===== config.mk =====
export PLATFORM = sky130hd
export DESIGN_NAME = host_cmd_regs
export DESIGN_NICKNAME = d
export VERILOG_FILES = /design/src/rtl/hcr_pkg.sv /design/src/rtl/hcr_ctrl.sv /design/src/rtl/hcr_dp.sv /design/src/rtl/host_cmd_regs.sv
export SDC_FILE = /design/constraint.sdc
export NUM_CORES = 1
export LEC_CHECK = 0
export BUFFER_PORTS_ARGS = -buffer_cell sky130_fd_sc_hd__buf_4
export CORE_ASPECT_RATIO = 0.9
export CORE_MARGIN = 2
export CORE_UTILIZATION = 35
export DETAILED_ROUTE_END_ITERATION = 8
export PLACE_DENSITY = 0.53
export SLEW_MARGIN = 20
export SYNTH_ARGS = -nofsm -noshare
export SYNTH_HDL_FRONTEND = slang
export SYNTH_SLANG_ARGS = --single-unit

===== constraint.sdc =====
create_clock -name clk -period 8.5 [get_ports clk]
set_clock_uncertainty 0.15 [all_clocks]
set_input_delay 2.55 -clock clk [delete_from_list [all_inputs] [get_ports clk]]
set_output_delay 2.55 -clock clk [all_outputs]
set_load 0.03 [all_outputs]

===== src/rtl/hcr_pkg.sv =====
package hcr_pkg;
  typedef enum logic [1:0] {ST_IDLE, ST_TRIG, ST_PARAM} state_t;

  // strobes from control to datapath
  typedef struct packed {
    logic loadCmd;
    logic clearCmd;
    logic loadData;
    logic startTrig;
    logic startPar;
    logic finishTrig;
    logic finishRead;
    logic clearFaults;
  } strobe_t;

  localparam logic [3:0] OP_TRIG  = 4'h1;
  localparam logic [3:0] OP_PREAD = 4'h2;
  localparam logic [3:0] OP_STOP  = 4'h4;
  localparam logic [3:0] OP_PWRITE = 4'hA;
endpackage


===== src/rtl/hcr_ctrl.sv =====
module hcr_ctrl
  import hcr_pkg::*;
(
  input  logic        clk,
  input  logic        rstN,
  input  logic        busWrEn,
  input  logic        cmdSel,
  input  logic        dataSel,
  input  logic        cmdMsb,
  input  logic [3:0]  cmdOp,
  input  logic        pendDone,
  input  logic        parDone,
  output strobe_t     strb,
  output logic        busy
);
  state_t state, nextState;
  logic   rdFlag;

  always_comb begin
    strb      = '0;
    nextState = state;
    unique case (state)
      ST_IDLE: begin
        if (busWrEn && dataSel) strb.loadData = 1'b1;
        if (busWrEn && cmdSel && !cmdMsb) begin
          unique case (cmdOp)
            OP_TRIG: begin
              strb.loadCmd   = 1'b1;
              strb.startTrig = 1'b1;
              nextState      = ST_TRIG;
            end
            OP_PREAD, OP_PWRITE: begin
              strb.loadCmd  = 1'b1;
              strb.startPar = 1'b1;
              nextState     = ST_PARAM;
            end
            OP_STOP: strb.clearFaults = 1'b1;
            default: ;
          endcase
        end
      end
      ST_TRIG: begin
        if (pendDone) begin
          strb.finishTrig = 1'b1;
          strb.clearCmd   = 1'b1;
          nextState       = ST_IDLE;
        end
      end
      ST_PARAM: begin
        if (parDone) begin
          strb.clearCmd   = 1'b1;
          strb.finishRead = rdFlag;
          nextState       = ST_IDLE;
        end
      end
      default: nextState = ST_IDLE;
    endcase
  end

  always_ff @(posedge clk) begin
    if (!rstN) begin
      state  <= ST_IDLE;
      rdFlag <= 1'b0;
    end else begin
      state <= nextState;
      if (strb.startPar) rdFlag <= (cmdOp == OP_PREAD);
    end
  end

  assign busy = (state != ST_IDLE);
endmodule


===== src/rtl/hcr_dp.sv =====
module hcr_dp
  import hcr_pkg::*;
#(
  parameter int NUM_CH = 8,
  parameter int PAW    = 11,
  parameter int AW     = 4
) (
  input  logic                clk,
  input  logic                rstN,
  input  strobe_t             strb,
  input  logic [AW-1:0]       busAddr,
  input  logic [31:0]         busWrData,
  output logic [31:0]         busRdData,
  output logic [NUM_CH-1:0]   chStart,
  input  logic [NUM_CH-1:0]   chDone,
  input  logic [NUM_CH*8-1:0] chErr,
  output logic                parReq,
  output logic                parWr,
  output logic [PAW-1:0]      parAddr,
  output logic [7:0]          parWrData,
  input  logic [7:0]          parRdData,
  output logic                pendDone,
  output logic [31:0]         cmdQ,
  output logic [NUM_CH*8-1:0] faultFlat
);
  localparam int WR_BIT = 15;

  logic [31:0]       dataQ;
  logic [NUM_CH-1:0] pendQ, sumQ, failNow, pendNext;
  logic [7:0]        fault [NUM_CH];

  assign pendNext  = pendQ & ~chDone;
  assign pendDone  = (pendNext == '0);
  assign parWrData = dataQ[7:0];

  always_ff @(posedge clk) begin
    if (!rstN) begin
      cmdQ    <= '0;
      dataQ   <= '0;
      pendQ   <= '0;
      sumQ    <= '0;
      chStart <= '0;
      parReq  <= 1'b0;
      parWr   <= 1'b0;
      parAddr <= '0;
    end else begin
      if (strb.loadCmd)       cmdQ <= busWrData;
      else if (strb.clearCmd) cmdQ <= '0;

      if (strb.loadData)        dataQ <= busWrData;
      else if (strb.finishTrig) dataQ <= 32'(sumQ | failNow);
      else if (strb.finishRead) dataQ <= {24'd0, parRdData};

      if (strb.startTrig) begin
        pendQ <= busWrData[NUM_CH-1:0];
        sumQ  <= '0;
      end else begin
        pendQ <= pendNext;
        sumQ  <= sumQ | failNow;
      end

      chStart <= strb.startTrig ? busWrData[NUM_CH-1:0] : '0;
      parReq  <= strb.startPar;
      if (strb.startPar) begin
        parWr   <= busWrData[WR_BIT];
        parAddr <= busWrData[PAW-1:0];
      end
    end
  end

  for (genvar g = 0; g < NUM_CH; g++) begin : g_ch
    logic [7:0] errByte;
    assign errByte    = chErr[g*8 +: 8];
    assign failNow[g] = chDone[g] && pendQ[g] && (errByte != 8'd0);
    assign faultFlat[g*8 +: 8] = fault[g];

    always_ff @(posedge clk) begin
      if (!rstN)                                  fault[g] <= '0;
      else if (strb.clearFaults && busWrData[g])  fault[g] <= '0;
      else if (chDone[g] && pendQ[g])             fault[g] <= fault[g] | errByte;
    end
  end

  always_comb begin
    busRdData = '0;
    if (busAddr == AW'(0))      busRdData = cmdQ;
    else if (busAddr == AW'(1)) busRdData = dataQ;
    for (int i = 0; i < NUM_CH; i++)
      if (busAddr == AW'(i + 2)) busRdData = {24'd0, fault[i]};
  end
endmodule


===== src/rtl/host_cmd_regs.sv =====
module host_cmd_regs
  import hcr_pkg::*;
#(
  parameter int NUM_CH = 8,
  parameter int PAW    = 11,
  parameter int AW     = $clog2(NUM_CH + 2)
) (
  input  logic                clk,
  input  logic                rstN,
  input  logic                busWrEn,
  input  logic [AW-1:0]       busAddr,
  input  logic [31:0]         busWrData,
  output logic [31:0]         busRdData,
  output logic [NUM_CH-1:0]   chStart,
  input  logic [NUM_CH-1:0]   chDone,
  input  logic [NUM_CH*8-1:0] chErr,
  output logic                parReq,
  output logic                parWr,
  output logic [PAW-1:0]      parAddr,
  output logic [7:0]          parWrData,
  input  logic                parDone,
  input  logic [7:0]          parRdData
);
  strobe_t             strb;
  logic                busy, pendDone, cmdSel, dataSel;
  logic [31:0]         cmdQ;
  logic [NUM_CH*8-1:0] faultFlat;

  assign cmdSel  = (busAddr == AW'(0));
  assign dataSel = (busAddr == AW'(1));

  hcr_ctrl u_ctrl (
    .clk      (clk),
    .rstN     (rstN),
    .busWrEn  (busWrEn),
    .cmdSel   (cmdSel),
    .dataSel  (dataSel),
    .cmdMsb   (busWrData[31]),
    .cmdOp    (busWrData[15:12]),
    .pendDone (pendDone),
    .parDone  (parDone),
    .strb     (strb),
    .busy     (busy)
  );

  hcr_dp #(.NUM_CH(NUM_CH), .PAW(PAW), .AW(AW)) u_dp (
    .clk       (clk),
    .rstN      (rstN),
    .strb      (strb),
    .busAddr   (busAddr),
    .busWrData (busWrData),
    .busRdData (busRdData),
    .chStart   (chStart),
    .chDone    (chDone),
    .chErr     (chErr),
    .parReq    (parReq),
    .parWr     (parWr),
    .parAddr   (parAddr),
    .parWrData (parWrData),
    .parRdData (parRdData),
    .pendDone  (pendDone),
    .cmdQ      (cmdQ),
    .faultFlat (faultFlat)
  );
endmodule


==> results of run 1 <==
## sequential cells by signal, summed over array words and instances, names as in the netlist
signal         flops
u_ctrl.rdFlag      1
u_ctrl.state       2
u_dp.chStart       8
u_dp.cmdQ         32
u_dp.dataQ        32
u_dp.fault        64
u_dp.parAddr      11
u_dp.parReq        1
u_dp.parWr         1
u_dp.pendQ         8
u_dp.sumQ          8
## metrics by stage
stage               instances  cell area (µm²)
global placement         1084             8982
global route             1116             9579
floorplan                 657             7457
detailed placement       1084             8982
finish                   1116             9579
CTS                      1116             9573
## path summary, 6_finish.rpt
| kind | endpoint | slack [ps] | depth (start not counted) |
|---|---|---|---|
| hold reg to reg | u_dp.sumQ[4]$_SDFF_PP0_ | 310 | 2 |
| hold / removal | u_dp.sumQ[4]$_SDFF_PP0_ | 310 | 2 |
| setup / recovery | busRdData[7] | 1720 | 7 |
| setup reg to reg | u_dp.fault[2][8]$_SDFFCE_PN0P_ | 5820 | 6 |
## critical path, stage by stage
cell	delay [ps]
buf_4	380
mux2i_1	250
nor2_1	70
a31oi_1	160
o221ai_1	130
a221o_1	350
buf_4	170
## cell type report
cell class	instances	area share
clock buffer	18	0.04585
clock inverter	14	0.01580
tap	286	0.03736
timing repair buffer	185	0.1450
sequential	168	0.4180
inverter	6	0.002351
multi-input combinational	439	0.3357
## placed cells by master, fill, tap and decap left out, types with 6 or more instances in the layout
| cell type | instances |
|---|---|
| a22oi_1 | 24 |
| mux2i_1 | 27 |
| nor4_1 | 18 |
| o22ai_1 | 6 |
| nor2b_1 | 12 |
| edfxtp_1 | 64 |
| mux2_2 | 8 |
| nor2_1 | 64 |
| buf_4 | 185 |
| a22o_1 | 53 |
| a21oi_1 | 28 |
| dfxtp_1 | 104 |
| o21a_1 | 65 |
| mux4_2 | 14 |
| o221ai_1 | 9 |
| and3_1 | 12 |
| nand2_1 | 39 |
| clkbuf_16 | 17 |
| nand3_1 | 13 |
## cell families (layout without fill, tap and decap cells)
family / count (synthesis) / after routing / share of synthesized area
compound gates: 209 / 209 / 0.2121
buf+inv: 50 / 223 / 0.03322
simple gates: 178 / 178 / 0.1221
mux: 49 / 49 / 0.09060
flops: 168 / 168 / 0.5369
fa+ha+maj: 3 / 3 / 0.005034
## cells in the mapped netlist, types with 2 or more instances
cell type	count	area [µm²]
nand3_1	13	65.06
a21oi_1	29	145.1
nand3_2	2	20.02
a211oi_2	2	25.02
o22ai_1	6	37.54
clkbuf_1	19	71.32
and2_1	2	12.51
inv_1	5	18.77
nor2_1	64	240.2
edfxtp_1	64	1922
and3_1	12	75.07
mux2i_1	27	270.3
nor4_1	18	112.6
nand2b_1	2	12.51
nand2_1	39	146.4
nand4b_1	2	17.52
mux4_2	14	315.3
o31a_1	2	17.52
o221ai_1	9	78.83
or4_1	2	15.01
o21ai_0	2	10.01
o21a_1	65	488.0
ha_1	3	37.54
nor2b_1	12	75.07
buf_4	12	90.09
a31oi_1	3	18.77
a22o_1	53	464.2
dfxtp_1	104	2082
a211oi_1	6	45.04
a22oi_1	24	180.2
nor3_4	2	32.53
nor3_1	3	15.01
buf_2	12	60.06
mux2_2	8	90.09
## power by group through the flow
| stage | Combinational (µW) | Sequential (µW) | Clock, µW |
|---|---|---|---|
| 2_1_floorplan | 105 | 878 | 0 |
| 6_report | 194 | 870 | 782 |
| 4_1_cts | 194 | 869 | 795 |
| 3_3_place_gp | 190 | 888 | 0 |
| 5_1_grt | 207 | 871 | 825 |
| 3_5_place_dp | 193 | 888 | 0 |
## metal layers
layer	wire length, µm	share of wire	up-vias
met4	432	0.018	0
met2	10950	0.46	251
met5	0	0	-
li1	-	-	2835
met3	1852	0.077	30
met1	10790	0.45	3030
==> results.toml, run 1 <==
[outcome]
status = "finished, final reports clean"

[timing]
fmax_ghz = 0.1476
hold_violations = 0
rsz0062_at_grt = "no"
setup_tns_ps = 0
post-route-min-period_ps = 6776
setup_viol = 0
slew_headroom = 0.2737
whs_ps = 308.1
finalCritPeriodShare = 0.7971
setup_slack_ps = 1724
max_slew.worst_pin.slew_ps = 1089
slew_viol_final = 0

[final_layout]
layout-drive-gt1-share = 0.3036
area_delta_synth_final_pct = 28.46
multiInputGateArea_um2 = 3216
nNetsFinal = 940
num-fill-cells = 1948
diodes = 0
fin_util = 0.4598
ff_latch_area_um2 = 4004

[routing]
vias_per_cell = 5.507
drtPass1Iterations = 5
post-route-drc-count = 0
avgRoutedWirePerCell_um = 21.53
vias = 6146
wl_um = 24030
drt_iter0_markers = 433
postRouteAntennaNets = 0

[worst_setup_path]
critPathLaunch = "busAddr[0]"
startpoint_type = "input port"
critPathArrivalTime_ps = 4080
cp.required_ps = 5800
critPathMaxFanout = 31
worstSetupPathType = "input port to output pin"
r2r_start = "u_ctrl.state[0]$_SDFFE_PN0P_"
cp-end-kind = "output pin"

[clock_network]
cts_tree = "yes"
htree_levels = 4
cts_root_buf = "clkbuf_16"
post_cts_buffers = 0
insertion_delay_ps = 440
clk_path_buf_depth = 2
post_cts_resized = 0
cts-hold-fix-buffers = 0
cts_sinks = 168
clk_pin_slew_ps = 70
numCtsBuffers = 17

[synth]
ys_warn_count = 0
async_reset_ff_frac = 0
ys_seq_area_frac = 0.5369
syn_area_um2 = 7457
synth_area_per_cell_um2 = 11.35
synth_seq_cells = 168
synth-edff-count = 64
syn_inst = 657
synth_nets = 780
synth_flop_cell = "dfxtp_1"
synth_cell_type_count = 49

[die]
die_h_um = 142.5
core_area_um2 = 20830
fp.dieArea_um2 = 22490
initial_utilization = 0.3580
ios = 181
rows = 50
die_w_um = 157.9

[grt]
grt_use_met2 = 0.3252
use_met3 = 0.04354
grt_pass1_wl_um = 35850
track_usage = 0.2139
grt_pass1_vias = 6076
top_usage_layer = "met2"
grt_start_max_net_pins = 55
grt-ovfl-total = 0
grt_use_met1 = 0.3045
antenna_found_initial = 0

[placed_design]
gp_congestion = 0.8242
port_buffers = 180
place_ws_ps = 1722
hpwlAfterDp_um = 17600

[power_and_ir_drop]
netSwitchingFraction = 0.2577
p_per_area_nw_per_um2 = 192.7
switchingPower_uw = 475.7
peakVddDrop_uv = 109.4
clock_power_share = 0.424
p_leak_uw = 0.003786
power_frac_comb = 0.105
intPower_uw = 1370
finalPower_uw = 1846
p_seq_frac = 0.471

[hold_path]
worstHoldPathType = "flop to flop"
hold_start = "u_dp.sumQ[4]$_SDFF_PP0_"

[flow_run]
drv_cap = 0
Note: power is estimated with default switching activity, not from simulation.
==> run 2, diff against run 1 <==
Settings changed: PLACE_DENSITY 0.53 to 0.55.
Clock period 8.5 ns to 6.2 ns, I/O delays scaled along.
==> results.toml, run 2 (same netlist as run 1, synthesis figures left out) <==
[outcome]
status = "finished, final reports clean"

[timing]
finalCritPeriodShare = 0.8658
rsz0062_at_grt = "no"
setup_tns_ps = 0
post-route-min-period_ps = 5368
max_slew.worst_pin.slew_ps = 1075
hold_violations = 0
slew_viol_final = 0
setup_viol = 0
fmax_ghz = 0.1863
slew_headroom = 0.2831

[routing]
avgRoutedWirePerCell_um = 21.62
vias = 6106
wl_um = 24100
drtPass1Iterations = 5
drt_iter0_markers = 488
vias_per_cell = 5.476
post-route-drc-count = 0
postRouteAntennaNets = 0

[final_layout]
multiInputGateArea_um2 = 3216
top_register = "u_dp.fault"
diodes = 0
nNetsFinal = 940
final_common_cell = "buf_4"
mostFrequentLayoutCells = "buf_4 (185), dfxtp_1 (104), o21a_1 (65), nor2_1 (64), edfxtp_1 (64)"
top_regs = "u_dp.fault (64), u_dp.cmdQ (32), u_dp.dataQ (32)"
layout-drive-gt1-share = 0.3028
largest_reg_flops = 64
area_delta_synth_final_pct = 28.05
design_area_um2 = 9549
ff_latch_area_um2 = 4004
num-fill-cells = 1975

[clock_network]
htree_levels = 4
clk_path_buf_depth = 2
post_cts_buffers = 0
numCtsBuffers = 17
cts_root_buf = "clkbuf_16"
insertion_delay_ps = 420
cts_tree = "yes"
post_cts_resized = 0
cts_sinks = 168
clk_pin_slew_ps = 60
cts-hold-fix-buffers = 0

[die]
rows = 50
fp.dieArea_um2 = 22490
ios = 181
die_w_um = 157.9
die_h_um = 142.5
core_area_um2 = 20830
initial_utilization = 0.3580

[grt]
grt_pass1_wl_um = 35930
antenna_found_initial = 0
grt_start_max_net_pins = 34
grt_pass1_vias = 5906
grt-ovfl-total = 0
track_usage = 0.2144

[worst_setup_path]
cpPeakStageDelay_ps = 380
path_cells = "buf_4 -> mux2i_1 -> nor2_1 -> a31oi_1 -> o221ai_1 -> a221o_1 -> buf_4"
critPathArrivalTime_ps = 3360
startpoint_type = "input port"
cp-end-kind = "output pin"
cpMostUsedCell = "buf_4"
cp.required_ps = 4190
critPathMaxFanout = 31
slowest_stage = "buf_4"
worstSetupPathType = "input port to output pin"

[placed_design]
hpwlAfterDp_um = 17700
gp_congestion = 0.8844
port_buffers = 180
placed_cell_area_um2 = 8982

[power_and_ir_drop]
p_leak_uw = 0.003775
p_per_area_nw_per_um2 = 259.5
peakVddDrop_uv = 192.2

[flow_run]
drv_cap = 0

[hold_path]
worstHoldPathType = "flop to flop"
## run 2: changes by cell type in the layout (fill, tap and decap cells not counted), sizes merged
cell    change
bufinv      -1
clkinv      -1
inv         +1
## run 2: area by class of cell
class	count	area share
sequential	168	0.4193
multi-input combinational	439	0.3367
timing repair buffer	185	0.1454
clock buffer	18	0.04599
tap	286	0.03747
clock inverter	13	0.01271
inverter	6	0.002358
## run 2: layer usage
metal	wire, µm	GRT usage	vias to the layer above
met2	11090	0.3309	244
met4	383	0.05550	0
met3	1699	0.04903	20
met1	10930	0.3033	3014
li1	-	-	2828
met5	0	0	-
## run 2: critical path: cells and delay by family
family | cells | cell delay [ps]
and+or+nand+nor | 1 | 60
buffers and inverters | 2 | 550
muxes | 1 | 260
AOI/OAI and AO/OA | 3 | 620
## run 2: per-stage QoR
stage	util	hold slack (ps)	cells	setup slack (ps)	total power, µW
floorplan	-	274.8	657	734.1	1348
global placement	0.4312	286.3	1084	852.6	1478
detailed placement	0.4312	290.1	1084	812.2	1483
CTS	0.4581	307.3	1115	803.3	2495
global route	0.4584	334.1	1115	697.8	2564
finish	0.4584	307.5	1115	831.9	2478
## run 2: final timing paths
check | from | depth (start not counted) | slack (ps) | endpoint
min reg2reg | u_dp.sumQ[5]$_SDFF_PP0_ | 2 | 310 | u_dp.sumQ[5]$_SDFF_PP0_
max reg2reg | u_ctrl.state[0]$_SDFFE_PN0P_ | 6 | 3600 | u_dp.fault[1][6]$_SDFFCE_PN0P_
max | busAddr[0] | 7 | 830 | busRdData[7]
min | u_dp.sumQ[5]$_SDFF_PP0_ | 2 | 310 | u_dp.sumQ[5]$_SDFF_PP0_
## run 2: power breakdown
part           switching (µW)  internal (µW)  total, µW
clock                     451            567       1020
sequential               24.9           1170       1190
combinational             152            115        266
total                     627           1850       2480
==> run 3, diff against run 2 <==
--- a/config.mk
+++ b/config.mk
@@ -11,5 +11,5 @@
 export CORE_UTILIZATION = 35
 export DETAILED_ROUTE_END_ITERATION = 8
-export PLACE_DENSITY = 0.55
+export PLACE_DENSITY = 0.53
 export SLEW_MARGIN = 20
 export SYNTH_ARGS = -nofsm -noshare
==> constraint.sdc (replaced) <==
create_clock -name clk -period 5.2 [get_ports clk]
set_clock_uncertainty 0.15 [all_clocks]
set_input_delay 1.04 -clock clk [delete_from_list [all_inputs] [get_ports clk]]
set_output_delay 1.04 -clock clk [all_outputs]
set_load 0.03 [all_outputs]
==> results.toml, run 3 (same netlist as run 1, synthesis figures left out) <==
[outcome]
status = "finished, final reports clean"

[routing]
drt_iter0_markers = 429
drtPass1Iterations = 8
avgRoutedWirePerCell_um = 21.20
vias_per_cell = 5.474
vias = 6114
post-route-drc-count = 0
postRouteAntennaNets = 0
wl_um = 23680

[clock_network]
numCtsBuffers = 17
insertion_delay_ps = 430
clk_path_buf_depth = 2
cts_root_buf = "clkbuf_16"
cts-hold-fix-buffers = 0
post_cts_buffers = 0
htree_levels = 4
cts_sinks = 168
cts_tree = "yes"
clk_pin_slew_ps = 70
post_cts_resized = 0

[power_and_ir_drop]
p_leak_uw = 0.003784
p_seq_frac = 0.472
peakVddDrop_uv = 211.9
clock_power_share = 0.422
netSwitchingFraction = 0.2514
switchingPower_uw = 757.2
p_per_area_nw_per_um2 = 314.4
power_frac_comb = 0.106
intPower_uw = 2255

[grt]
grt_start_max_net_pins = 42
antenna_found_initial = 0
grt-ovfl-total = 0
grt_pass1_wl_um = 35600
track_usage = 0.2118
grt_pass1_vias = 6024

[worst_setup_path]
critPathTopFamily = "multiplexers"
cpMostUsedCell = "buf_4"
cpPeakStageDelay_ps = 590
cp.required_ps = 4010
cp-end-kind = "output pin"
startpoint_type = "input port"
worstSetupPathType = "input port to output pin"
critPathMaxFanout = 31
r2r_start = "u_ctrl.state[0]$_SDFFE_PN0P_"
path_cells = "buf_4 -> mux4_2 -> mux2i_1 -> o22ai_1 -> buf_4"
critPathArrivalTime_ps = 2570
critPathLaunch = "busAddr[0]"
crit_buf_inv = 2
slowest_stage = "mux4_2"

[timing]
setup_tns_ps = 0
slew_viol_final = 0
whs_ps = 308.7
slew_headroom = 0.2915
finalCritPeriodShare = 0.7232
setup_viol = 0
post-route-min-period_ps = 3761
fmax_ghz = 0.2659
hold_violations = 0
max_slew.worst_pin.slew_ps = 1063
rsz0062_at_grt = "no"

[final_layout]
mostFrequentLayoutCells = "buf_4 (186), dfxtp_1 (104), o21a_1 (65), nor2_1 (64), edfxtp_1 (64)"
diodes = 0
top_register = "u_dp.fault"
area_delta_synth_final_pct = 28.47
fin_util = 0.4599
final_common_cell = "buf_4"
nNetsFinal = 941
largest_reg_flops = 64
design_area_um2 = 9580
fin_cells = 1117
layout-drive-gt1-share = 0.3032
top_regs = "u_dp.fault (64), u_dp.cmdQ (32), u_dp.dataQ (32)"

[placed_design]
gp_congestion = 0.8131
dpl.cell_count = 1085
hpwlAfterDp_um = 17560
port_buffers = 180
placed_cell_area_um2 = 8990

[flow_run]
drv_cap = 0

[die]
fp.dieArea_um2 = 22490
core_area_um2 = 20830
rows = 50
die_h_um = 142.5
die_w_um = 157.9
initial_utilization = 0.3580
ios = 181

[hold_path]
worstHoldPathType = "flop to flop"
hold_start = "u_dp.sumQ[3]$_SDFF_PP0_"
run 3: cell count changes in the layout (fill, tap and decap cells not counted), sizes merged:
cell,before,now
buf,185,186
bufinv,1,2
clkinv,6,4
clkinvlp,0,2
run 3: metal layers:
layer | wire length, µm | vias to the layer above | GRT usage | share of wire
li1 | - | 2849 | - | -
met1 | 10960 | 3016 | 0.3032 | 0.46
met2 | 10820 | 225 | 0.3229 | 0.46
met3 | 1492 | 24 | 0.04385 | 0.063
met4 | 406 | 0 | 0.06124 | 0.017
met5 | 0 | - | 0 | 0
run 3: power groups by stage:
stage | combinational (µW) | clock (µW) | sequential, µW
after global placement | 314 | 0 | 1450
after detailed placement | 317 | 0 | 1450
after CTS | 318 | 1300 | 1420
final | 318 | 1270 | 1420
after floorplan | 172 | 0 | 1440
after global routing | 339 | 1360 | 1420
run 3: cell type report:
class / instances / area, µm²
multi-input cells: 439 / 3216
fillers: 1993 / 11250
clock inverters: 14 / 145.1
repair buffers: 186 / 1396
flip-flops and latches: 168 / 4004
well taps: 286 / 357.8
clock buffers: 18 / 439.2
inverters: 6 / 22.52
run 3: worst reg2reg max path, stage by stage, from the launching register on:
cell and delay [ps]:
dfxtp_1 330, inv_1 80, ha_1 290, nand2_1 130, nor3_4 720, a211oi_1 430
o21a_1 220
run 3: path summary, 6_finish.rpt:
kind,endpoint,slack [ps],cells past startpoint
hold reg to reg,u_dp.sumQ[3]$_SDFF_PP0_,310,2
setup reg to reg,u_dp.fault[2][8]$_SDFFCE_PN0P_,2600,6
setup / recovery,busRdData[5],1440,5
hold / removal,u_dp.sumQ[3]$_SDFF_PP0_,310,2
run 3: metrics by stage:
step                      worst slack, ps  power [µW]
final                                1439        3012
after global routing                 1306        3124
after CTS                            1428        3037
after detailed placement             1424        1767
after global placement               1451        1763
after floorplan                      1374        1607
